===== config.mk =====
export PLATFORM = sky130hd
export DESIGN_NAME = icinv_trap_arb
export DESIGN_NICKNAME = d
export VERILOG_FILES = /design/src/rtl/icinv_trap_arb.sv
export SDC_FILE = /design/constraint.sdc
export NUM_CORES = 1
export LEC_CHECK = 0
export ABC_AREA = 1
export BUFFER_PORTS_ARGS = -buffer_cell sky130_fd_sc_hd__buf_2
export CAP_MARGIN = 20
export CORE_MARGIN = 3
export CORE_UTILIZATION = 30
export CTS_CLUSTER_SIZE = 30
export DETAILED_ROUTE_END_ITERATION = 12
export MAX_ROUTING_LAYER = met4
export PLACE_DENSITY = 0.81
export SKIP_CTS_REPAIR_TIMING = 1
export SLEW_MARGIN = 10
export SYNTH_ARGS = -nofsm -noshare
export SYNTH_HDL_FRONTEND = slang
export SYNTH_SLANG_ARGS = --single-unit

===== constraint.sdc =====
create_clock -name clk -period 1.65 [get_ports clk]
set_input_delay 0.33 -clock clk [delete_from_list [all_inputs] [get_ports clk]]
set_output_delay 0.33 -clock clk [all_outputs]
set_load 0.02 [all_outputs]

===== src/rtl/icinv_trap_arb.sv =====
module icinv_trap_arb #(
  parameter int SYN_W = 6,
  parameter logic [SYN_W-1:0] TRAP_EC = 6'h03
) (
  input  logic             clk,
  input  logic             rst,
  input  logic             req_valid,
  input  logic             req_write,
  input  logic [3:0]       req_coproc,
  input  logic [2:0]       req_op1,
  input  logic [3:0]       req_crn,
  input  logic [3:0]       req_crm,
  input  logic [2:0]       req_op2,
  input  logic [31:0]      req_data,
  input  logic [1:0]       cur_el,
  input  logic             feat_el1_a32,
  input  logic             hyp_en,
  input  logic             hyp_a64_impl,
  input  logic             hyp_a32_impl,
  input  logic             hyp_is_a32,
  input  logic             nonsecure,
  input  logic             trap_grp7,
  input  logic             trap_pou,
  input  logic             trap_ocu,
  input  logic             force_bcast,
  input  logic             trap_ok,
  input  logic             treat_nop,
  input  logic             bp_visible,
  output logic             out_valid,
  output logic [5:0]       out_kind,
  output logic             out_bp_flush,
  output logic [SYN_W-1:0] out_syndrome
);
  localparam int K_UND = 0, K_NOP = 1, K_T64 = 2, K_T32 = 3, K_INV = 4, K_BC = 5;

  logic hit, h64, h32, unused_ok;
  logic [5:0] kind;

  assign hit = req_valid && req_write && req_coproc == 4'hF && req_op1 == 3'd0 &&
               req_crn == 4'd7 && req_crm == 4'd5 && req_op2 == 3'd0;
  assign h64 = hyp_en && hyp_a64_impl && !hyp_is_a32;
  assign h32 = hyp_en && hyp_a32_impl &&  hyp_is_a32;
  assign unused_ok = ^req_data;

  always_comb begin
    kind = '0;
    if (!feat_el1_a32 || cur_el == 2'd0)        kind[K_UND] = 1'b1;
    else if (cur_el == 2'd1) begin
      if (!trap_ok)                             kind[K_NOP] = 1'b1;
      else if (h64 && trap_grp7)                kind[K_T64] = 1'b1;
      else if (h32 && trap_grp7)                kind[K_T32] = 1'b1;
      else if (h64 && trap_pou)                 kind[K_T64] = 1'b1;
      else if (h64 && trap_ocu)                 kind[K_T64] = 1'b1;
      else if (h32 && trap_pou)                 kind[K_T32] = 1'b1;
      else if (h32 && trap_ocu)                 kind[K_T32] = 1'b1;
      else if (treat_nop)                       kind[K_NOP] = 1'b1;
      else if (nonsecure && force_bcast)        kind[K_BC]  = 1'b1;
      else                                      kind[K_INV] = 1'b1;
    end
    else if (cur_el == 2'd2 && !trap_ok)        kind[K_NOP] = 1'b1;
    else if (treat_nop)                         kind[K_NOP] = 1'b1;
    else                                        kind[K_INV] = 1'b1;
  end

  always_ff @(posedge clk) begin
    if (rst) begin
      out_valid    <= 1'b0;
      out_kind     <= '0;
      out_bp_flush <= 1'b0;
      out_syndrome <= '0;
    end else begin
      out_valid    <= hit;
      out_kind     <= hit ? kind : '0;
      out_bp_flush <= hit && (kind[K_INV] || kind[K_BC]) && bp_visible;
      out_syndrome <= (hit && (kind[K_T64] || kind[K_T32])) ? TRAP_EC : '0;
    end
  end

  a_r13_onehot: assert property (@(posedge clk) disable iff (rst)
    out_valid |-> $countones(out_kind) == 1);
  a_r13_idle: assert property (@(posedge clk) disable iff (rst)
    !out_valid |-> out_kind == '0);
  a_r13_pulse: assert property (@(posedge clk) disable iff (rst)
    out_valid |-> $past(req_valid));
  a_r2_el0_undef: assert property (@(posedge clk) disable iff (rst)
    (req_valid && hit && cur_el == 2'd0) |=> out_kind[K_UND]);
  a_r4_syndrome: assert property (@(posedge clk) disable iff (rst)
    (out_kind[K_T64] || out_kind[K_T32]) |-> out_syndrome == TRAP_EC);
  a_r11_flush: assert property (@(posedge clk) disable iff (rst)
    out_bp_flush |-> (out_kind[K_INV] || out_kind[K_BC]));
  a_r9_el3_no_trap: assert property (@(posedge clk) disable iff (rst)
    (hit && cur_el == 2'd3) |=> !(out_kind[K_T64] || out_kind[K_T32] || out_kind[K_BC]));
endmodule


==> impl_results.md, run 1 <==
- Outcome: finished, final reports clean
- DRT Wirelength: 1300 um
- # nets final: 203
- Number of CTS-inserted buffers: 3
- Seq/Total Area, Yosys: 0.329
- Clk pin slew, worst setup/hold paths: 60 ps
- CTS tree: built
- Static leakage: 0.477 nW
- Cell variety after synth: 19
- RSZ-0062 raised after global routing: false
- Area Overhead vs Synth: 47.5%
- Post-synthesis cell count: 85
- DRT Pass-1 Iters: 4
- Port Buf Inserts: 46
- Max Transition Viols Final: 0
- Remaining global-route overflow: 0
- Synth Area in XOR/XNOR: 0
- Leading area contributor after synthesis: dfxtp_1
- Synth Flop Type: dfxtp_1
- Largest net degree at the start of global routing: 6
- Crit share post-route: 0.637
- Worst hold path type: input port to flop
- Die height: 48.7 um
- Die area: 0.00238 sq mm
- Worst path required time: 1320 ps
- Max Cap Viol: 0
- Commonest cells post-synth: nand2_1, inv_1, nor2_1
- Mapped Avg Cell Area: 6.45 sq um
- Core Region: 0.00161 sq mm
- VDD IR max: 0.215 mV
- Initial Util: 0.340
- Crit-path cells: buf_2
- Setup Viol. Count Final: 0
- Initial antenna violation count: 0
- Post-synthesis simple-gate area fraction: 0.395
- Diodes inserted: 0
- Slowest stage cell on the critical path: dfxtp_1
- Wire per inst: 8.30 um
- 1st-iter DRT viols: 7
- DP HPWL: 1180 um
- Mapped cell area: 548 sq um
- Row cnt: 14
- Post-synthesis mux area share: 0
- Startpoint types: flop
- Synth top area share: 0.329
- Endpoint class of the critical path: primary output
- DRC errors left: 0
- Complex-gate fraction of the synthesized area: 0.0845
- Min cycle time layout: 1050 ps
- Area contributors post-synth: dfxtp_1, nand2_1, inv_1
- Max clock buf depth: 2
- Antenna Violating Nets Remaining: 0
- EDFF count, synth: 0
- Critical Path Stages: 1
- Largest family of logic cells by synthesized area: simple AND/OR/NAND/NOR gates
- Hold Path Depth: 3
- Max Freq: 951 MHz
- Utilization after layout: 0.502
- Die Wd: 48.7 um
- Routed vias/inst: 4.04
- Most frequent cell after synthesis: nand2_1
- CTS sink cnt: 9
- CP peak stage delay: 310 ps
- Asr flop ratio synth: 0
- First-pass GRT wire length: 2350 um
- Gr usage total: 0.125
- H-tree depth: 1
- Via count of the routed design: 634
- Critical path buffers and inverters: 1
- I/O pins: 83
- CP max FO: 2
- Top delay family on crit path: flip-flops
- Critical path type: flop to primary output
- Setup_tns: 0 ps
- Synth Area in Adders: 0
- RD Place Congestion: 0.783
- WP data arrival: 720 ps
- Root Buffer: clkbuf_4
- Final Hold Vio Count: 0
- Synth Register Bits: 9
- Yosys warning count: 0
- Pwr per Cell Area: 582 mW/mm^2
- Share of cells above drive strength 1: 0.436
- Number of global-route vias before repair: 569
- Layout Cells excl Fill: 157
- Placed Cells incl. Taps: 153
[cells by family (layout without fill, tap and decap cells)]
group,Yosys count,after routing
AND/OR/NAND/NOR,46,46
AO/OA/AOI/OAI,7,7
other,1,4
buffers and inverters,22,67
flip-flops,9,9
[path summary, 6_finish.rpt]
| path | startpoint | end | slack [ps] |
|---|---|---|---|
| max | out_syndrome[0]$_SDFF_PP0_ | out_syndrome[0] | 600 |
| min | bp_visible | out_bp_flush$_SDFF_PP0_ | 320 |
[registers in the layout, summed over array words and instances (netlist names)]
register      flops
out_kind          6
out_bp_flush      1
out_valid         1
out_syndrome      1
[power by group]
group | internal (mW) | switching [mW]
clock network | 0.0924 | 0.0653
registers | 0.217 | 0.0000000135
logic | 0.0456 | 0.0495
[layout make-up]
type,count,area [sq um]
Fill cell,174,803
Multi-Input combinational cell,57,278
Timing Repair Buffer,46,230
Sequential cell,9,180
Inverter,17,63.8
Tap cell,24,30.0
Clock buffer,4,26.3
[routing by layer]
layer / GRT usage / part of all wire / vias to the layer above / wire length, um
li1: - / - / 348 / -
met1: 0.159 / 0.42 / 251 / 544
met3: 0.0245 / 0.11 / 2 / 147
met4: 0.0711 / 0.0031 / 0 / 4
met5: - / 0 / - / 0
met2: 0.186 / 0.47 / 33 / 606
[through the flow]
stage / total power, mW / setup WS, ps / hold slack, ps / cell area (sq um)
finish: 0.470 / 599 / 316 / 808
global route: 0.509 / 499 / 332 / 808
CTS: 0.479 / 585 / 304 / 808
detailed placement: 0.318 / 422 / 570 / 782
global placement: 0.316 / 467 / 562 / 782
floorplan: 0.275 / 649 / 453 / 559
[cell usage in the layout (no fill, tap or decap), drive strengths merged]
cell / n
nand3: 6
o21ai: 3
inv: 17
nand4: 3
buf: 46
a21oi: 4
conb: 4
nand2: 17
dfxtp: 9
nor3: 1
clkbuf: 4
nor2: 16
nand3b: 2
nor4: 1
Power figures use the tool's default switching activity.
==> run 2: changes to the inputs <==
Settings changed: ABC_AREA 1 to 0, CORE_UTILIZATION 30 to 23, PLACE_DENSITY 0.81 to 0.72.
Clock period 1.65 ns to 0.8 ns, I/O delays scaled along.
==> run 2 against run 1 <==
  * The run now ends with negative setup slack left
  * Cell count shrank 10%
  * Total power increased by 120%
  * Setup slack worse by 780 ps
  * Sequential share of layout area fell by 3.0 points
  * Critical path type is now input port to flop
  * Flip-flop and latch count is the same
  * Final area is 21% higher
  * Largest power group unchanged
  * Highest routed layer unchanged
==> impl_results.md, run 2 <==
- Remaining global-route overflow: 0
- Commonest cells post-synth: dfxtp_1, nor2_1, buf_4, nand2_1, nor3_2
- Startpoint types: input port
- Largest register FFs: 6
- Area contributors post-synth: dfxtp_1, buf_4, nor3_2
- Diodes inserted: 0
- Area Overhead vs Synth: 104%
- Crit share post-route: 1.23
- Via count of the routed design: 601
- Core Region: 0.00184 sq mm
- EDFF count, synth: 0
- Routed vias/inst: 4.26
- Max clock buf depth: 2
- CP max FO: 3
- Synth Register Bits: 9
- Post-layout worst setup margin: -186 ps
- Antenna Violating Nets Remaining: 0
- Row cnt: 15
- Die area: 0.00267 sq mm
- Max Cap Viol: 0
- Worst path required time: 980 ps
- RSZ-0062 raised after global routing: true
- Top reg by flops: out_kind
- Seq/Total Area, Yosys: 0.376
- Slowest stage cell on the critical path: or2_4
- Setup Viol. Count Final: 18
- Die height: 51.6 um
- Pwr per Cell Area: 1040 mW/mm^2
- DRT Wirelength: 1460 um
- Clk pin slew, worst setup/hold paths: 60 ps
- # nets final: 186
- Top delay family on crit path: simple AND/OR/NAND/NOR gates
- Die Wd: 51.6 um
- Max Freq: 1010 MHz
- Min cycle time layout: 986 ps
- First-pass GRT wire length: 2050 um
- WHS: 132 ps
- Violated checks: negative setup slack
- Mapped Avg Cell Area: 8.87 sq um
- Critical path buffers and inverters: 1
- Final Hold Vio Count: 0
- Hold path endpoint: out_bp_flush$_SDFF_PP0_
- Most common cell after layout, fill and taps aside: buf_2
- Initial Util: 0.261
- FILL cells: 184
- I/O pins: 83
- Register area: 189 sq um
- Asr flop ratio synth: 0
- Root Buffer: clkbuf_4
- WP data arrival: 1170 ps
- CP peak stage delay: 260 ps
- Endpoint class of the critical path: flop
- Max Transition Viols Final: 0
- Hold Path Depth: 3
- Worst hold path type: input port to flop
- Worst hold start: bp_visible
- Final Total Pwr: 1.02 mW
- Yosys warning count: 0
- VDD IR max: 0.486 mV
- Largest net degree at the start of global routing: 7
- Outcome: finished with violations
- DRT Pass-1 Iters: 4
- H-tree depth: 1
- Wire per inst: 10.4 um
- Number of CTS-inserted buffers: 3
- CTS tree: built
- CTS sink cnt: 9
- Gr usage total: 0.110
- Crit-path cells: buf_6, nor4bb_1, and4b_1, nand3_2, or2_4, nor2b_1
- Synth Flop Type: dfxtp_1
- Share of cells above drive strength 1: 0.724
- DRC errors left: 0
- Critical path type: input port to flop
- RD Place Congestion: 0.766
- Initial antenna violation count: 0
- Most frequent cells in the layout: buf_2, buf_6, buf_4
- Number of global-route vias before repair: 530
- Cell variety after synth: 27
- Post-synthesis cell count: 54
- Most frequent cell after synthesis: dfxtp_1
- Port Buf Inserts: 46
- Mapped cell area: 479 sq um
- Static leakage: 0.469 nW
- Multi-input logic area: 303 sq um
- Synth top area share: 0.376
- 1st-iter DRT viols: 7
- Leading area contributor after synthesis: dfxtp_1
run 2: changes by cell type in the layout (fill, tap and decap cells not counted), sizes merged, moves of 2 or more:
| cell | delta |
|---|---|
| nand3 | -3 |
| inv | -16 |
| buf | +14 |
| nor2 | -9 |
| nand2 | -12 |
| nor3 | +3 |
| o21ai | -2 |
run 2: layout make-up:
type                       count  share of cell area
clock buffer                   3              0.0230
clock inverter                 1             0.00512
inverter                       1             0.00384
multi-input combinational     42               0.310
sequential                     9               0.193
tap                           25              0.0320
timing repair buffer          60               0.433
run 2: worst max path at each step:
stage,from,to,slack (ps),cells past startpoint
6_report,rst,out_syndrome[0]$_SDFF_PP0_,-190,6
5_1_grt,rst,out_syndrome[0]$_SDFF_PP0_,-230,6
4_1_cts,cur_el[1],out_bp_flush$_SDFF_PP0_,-220,5
3_5_place_dp,cur_el[1],out_bp_flush$_SDFF_PP0_,-500,5
3_3_place_gp,cur_el[1],out_bp_flush$_SDFF_PP0_,-480,5
2_1_floorplan,cur_el[1],out_bp_flush$_SDFF_PP0_,-320,4
run 2: where the power goes:
| part | internal (mW) | total, mW | switching, mW | leakage [nW] |
|---|---|---|---|---|
| Clock | 0.183 | 0.330 | 0.147 | 0.0177 |
| Combinational | 0.138 | 0.240 | 0.102 | 0.375 |
| Sequential | 0.448 | 0.448 | 0.0000000493 | 0.0761 |
run 2: logic make-up after synthesis:
logic type             count (synthesis)  share of synthesized area
buffers and inverters                  6                     0.0862
other                                  1                    0.00783
DFF                                    9                      0.376
AOI/OAI and AO/OA                      8                      0.120
and+or+nand+nor                       30                      0.410
run 2: stage by stage:
| step | std cells | setup slack, ps | setup TNS, ps | utilization | area [sq um] |
|---|---|---|---|---|---|
| CTS | 137 | -222 | -2060 | 0.448 | 823 |
| detailed placement | 133 | -500 | -3540 | 0.433 | 796 |
| global route | 141 | -229 | -2220 | 0.531 | 977 |
| floorplan | 57 | -323 | -1970 | - | 497 |
| global placement | 133 | -483 | -3460 | 0.433 | 796 |
| finish | 141 | -186 | -1520 | 0.531 | 977 |
run 2: per-layer routing:
| metal | part of all wire | wire, um | global-route usage |
|---|---|---|---|
| met4 | 0.018 | 27 | 0.0786 |
| met3 | 0.11 | 158 | 0.0315 |
| met2 | 0.54 | 786 | 0.180 |
| met1 | 0.34 | 491 | 0.112 |
| met5 | 0 | 0 | - |
==> run 3: changes to the inputs <==
Settings changed: CORE_UTILIZATION 23 to 25, CTS_BUF_LIST from default to sky130_fd_sc_hd__clkbuf_8, PLACE_DENSITY 0.72 to 0.77.
==> run 3 against run 2 <==
  * The run still ends with negative setup slack left
  * Clock power rose by 49%
  * First-iteration DRC count unchanged
  * Sequential share of layout area about the same
  * Sequential power barely moved
  * Final area increased by 0.13%
  * Setup slack worse by 70 ps
  * Via count down 0.67%
==> impl_results.md, run 3 (synthesized netlist as in run 2, its figures left out) <==
- Routed vias/inst: 4.33
- # nets final: 183
- H-tree depth: 1
- Largest register FFs: 6
- DRT Wirelength: 1360 um
- Port Buf Inserts: 46
- First-pass GRT wire length: 2190 um
- Outcome: finished with violations
- Top reg by flops: out_kind
- Max Cap Viol: 0
- Core Region: 0.00176 sq mm
- Most frequent cells in the layout: buf_2, buf_6, buf_4
- DRC errors left: 0
- Wire per inst: 9.88 um
- Min cycle time layout: 1060 ps
- CTS sink cnt: 9
- CP peak stage delay: 530 ps
- Worst hold path type: input port to flop
- I/O pins: 83
- Pwr per Cell Area: 1200 mW/mm^2
- FILL cells: 180
- Post-layout worst setup margin: -256 ps
- Number of global-route vias before repair: 595
- Crit share post-route: 1.32
- Setup_tns: -1730 ps
- CP startpoint: cur_el[1]
- Gr usage total: 0.119
- Max Freq: 947 MHz
- Area Overhead vs Synth: 104%
- CTS tree: built
- Crit-path cells: buf_2, and2b_1, nand3_2, or4_4, a21oi_2
- Max Transition Viols Final: 0
- RD Place Congestion: 0.695
- Via count of the routed design: 597
- Static leakage: 0.463 nW
- Most common cell after layout, fill and taps aside: buf_2
- WHS: 153 ps
- Clk pin slew, worst setup/hold paths: 40 ps
- Placed Cells incl. Taps: 131
- Violated checks: negative setup slack
- Die height: 49.8 um
- Row cnt: 15
- Final Total Pwr: 1.17 mW
- Initial antenna violation count: 0
- CP max FO: 2
- Worst hold start: bp_visible
- DRT Pass-1 Iters: 3
- Diodes inserted: 0
- VDD IR max: 0.588 mV
- Remaining global-route overflow: 0
- Worst path required time: 960 ps
- RSZ-0062 raised after global routing: true
- Die area: 0.00248 sq mm
- 1st-iter DRT viols: 7
- Endpoint class of the critical path: flop
- Layout Cells excl Fill: 138
- DP HPWL: 1200 um
- Final Hold Vio Count: 0
- Setup Viol. Count Final: 19
- Initial Util: 0.272
- Number of CTS-inserted buffers: 3
- Antenna Violating Nets Remaining: 0
- Slowest stage cell on the critical path: or4_4
- Utilization after layout: 0.555
- Largest net degree at the start of global routing: 6
- Max clock buf depth: 2
- Startpoint types: input port
- Die Wd: 49.8 um
- Share of cells above drive strength 1: 0.735
- WP data arrival: 1210 ps
- Critical path type: input port to flop
- Root Buffer: clkbuf_8
## run 3: changes by cell type in the layout (fill, tap and decap cells not counted), sizes merged
cell / before / now
clkinv: 1 / 0
inv: 1 / 2
buf: 60 / 57
## run 3: cell type report
class                           count  area, sq um  area share
Tap cell                           25         31.3      0.0320
Inverter                            1         3.75     0.00384
Sequential cell                     9          189       0.193
Clock inverter                      1         3.75     0.00384
Multi-Input combinational cell     42          305       0.312
Timing Repair Buffer               57          404       0.413
Clock buffer                        3         41.3      0.0422
## run 3: path summary, 6_finish.rpt
kind	slack [ps]	cells past startpoint	endpoint
hold / removal	150	3	out_bp_flush$_SDFF_PP0_
setup / recovery	-260	5	out_bp_flush$_SDFF_PP0_
## run 3: report_power, final
part           internal, mW  switching [mW]
Combinational         0.127          0.0999
Sequential            0.450    0.0000000507
Clock                 0.333           0.161
## run 3: metrics by stage
stage	setup WS, ps	cell area, sq um
global route	-307	978
floorplan	-323	497
detailed placement	-481	781
global placement	-480	781
CTS	-272	826
finish	-256	978
## run 3: routing by layer
metal | vias up | part of all wire | global-route usage
li1 | 305 | - | -
met1 | 264 | 0.38 | 0.122
met2 | 26 | 0.53 | 0.207
met3 | 2 | 0.072 | 0.0151
met4 | 0 | 0.020 | 0.0829
met5 | - | 0 | -
## run 3: worst max-delay path, delay by kind of cell
kind            cells  cell delay, ps
buf+inv             1             100
compound gates      1             120
simple gates        3             820
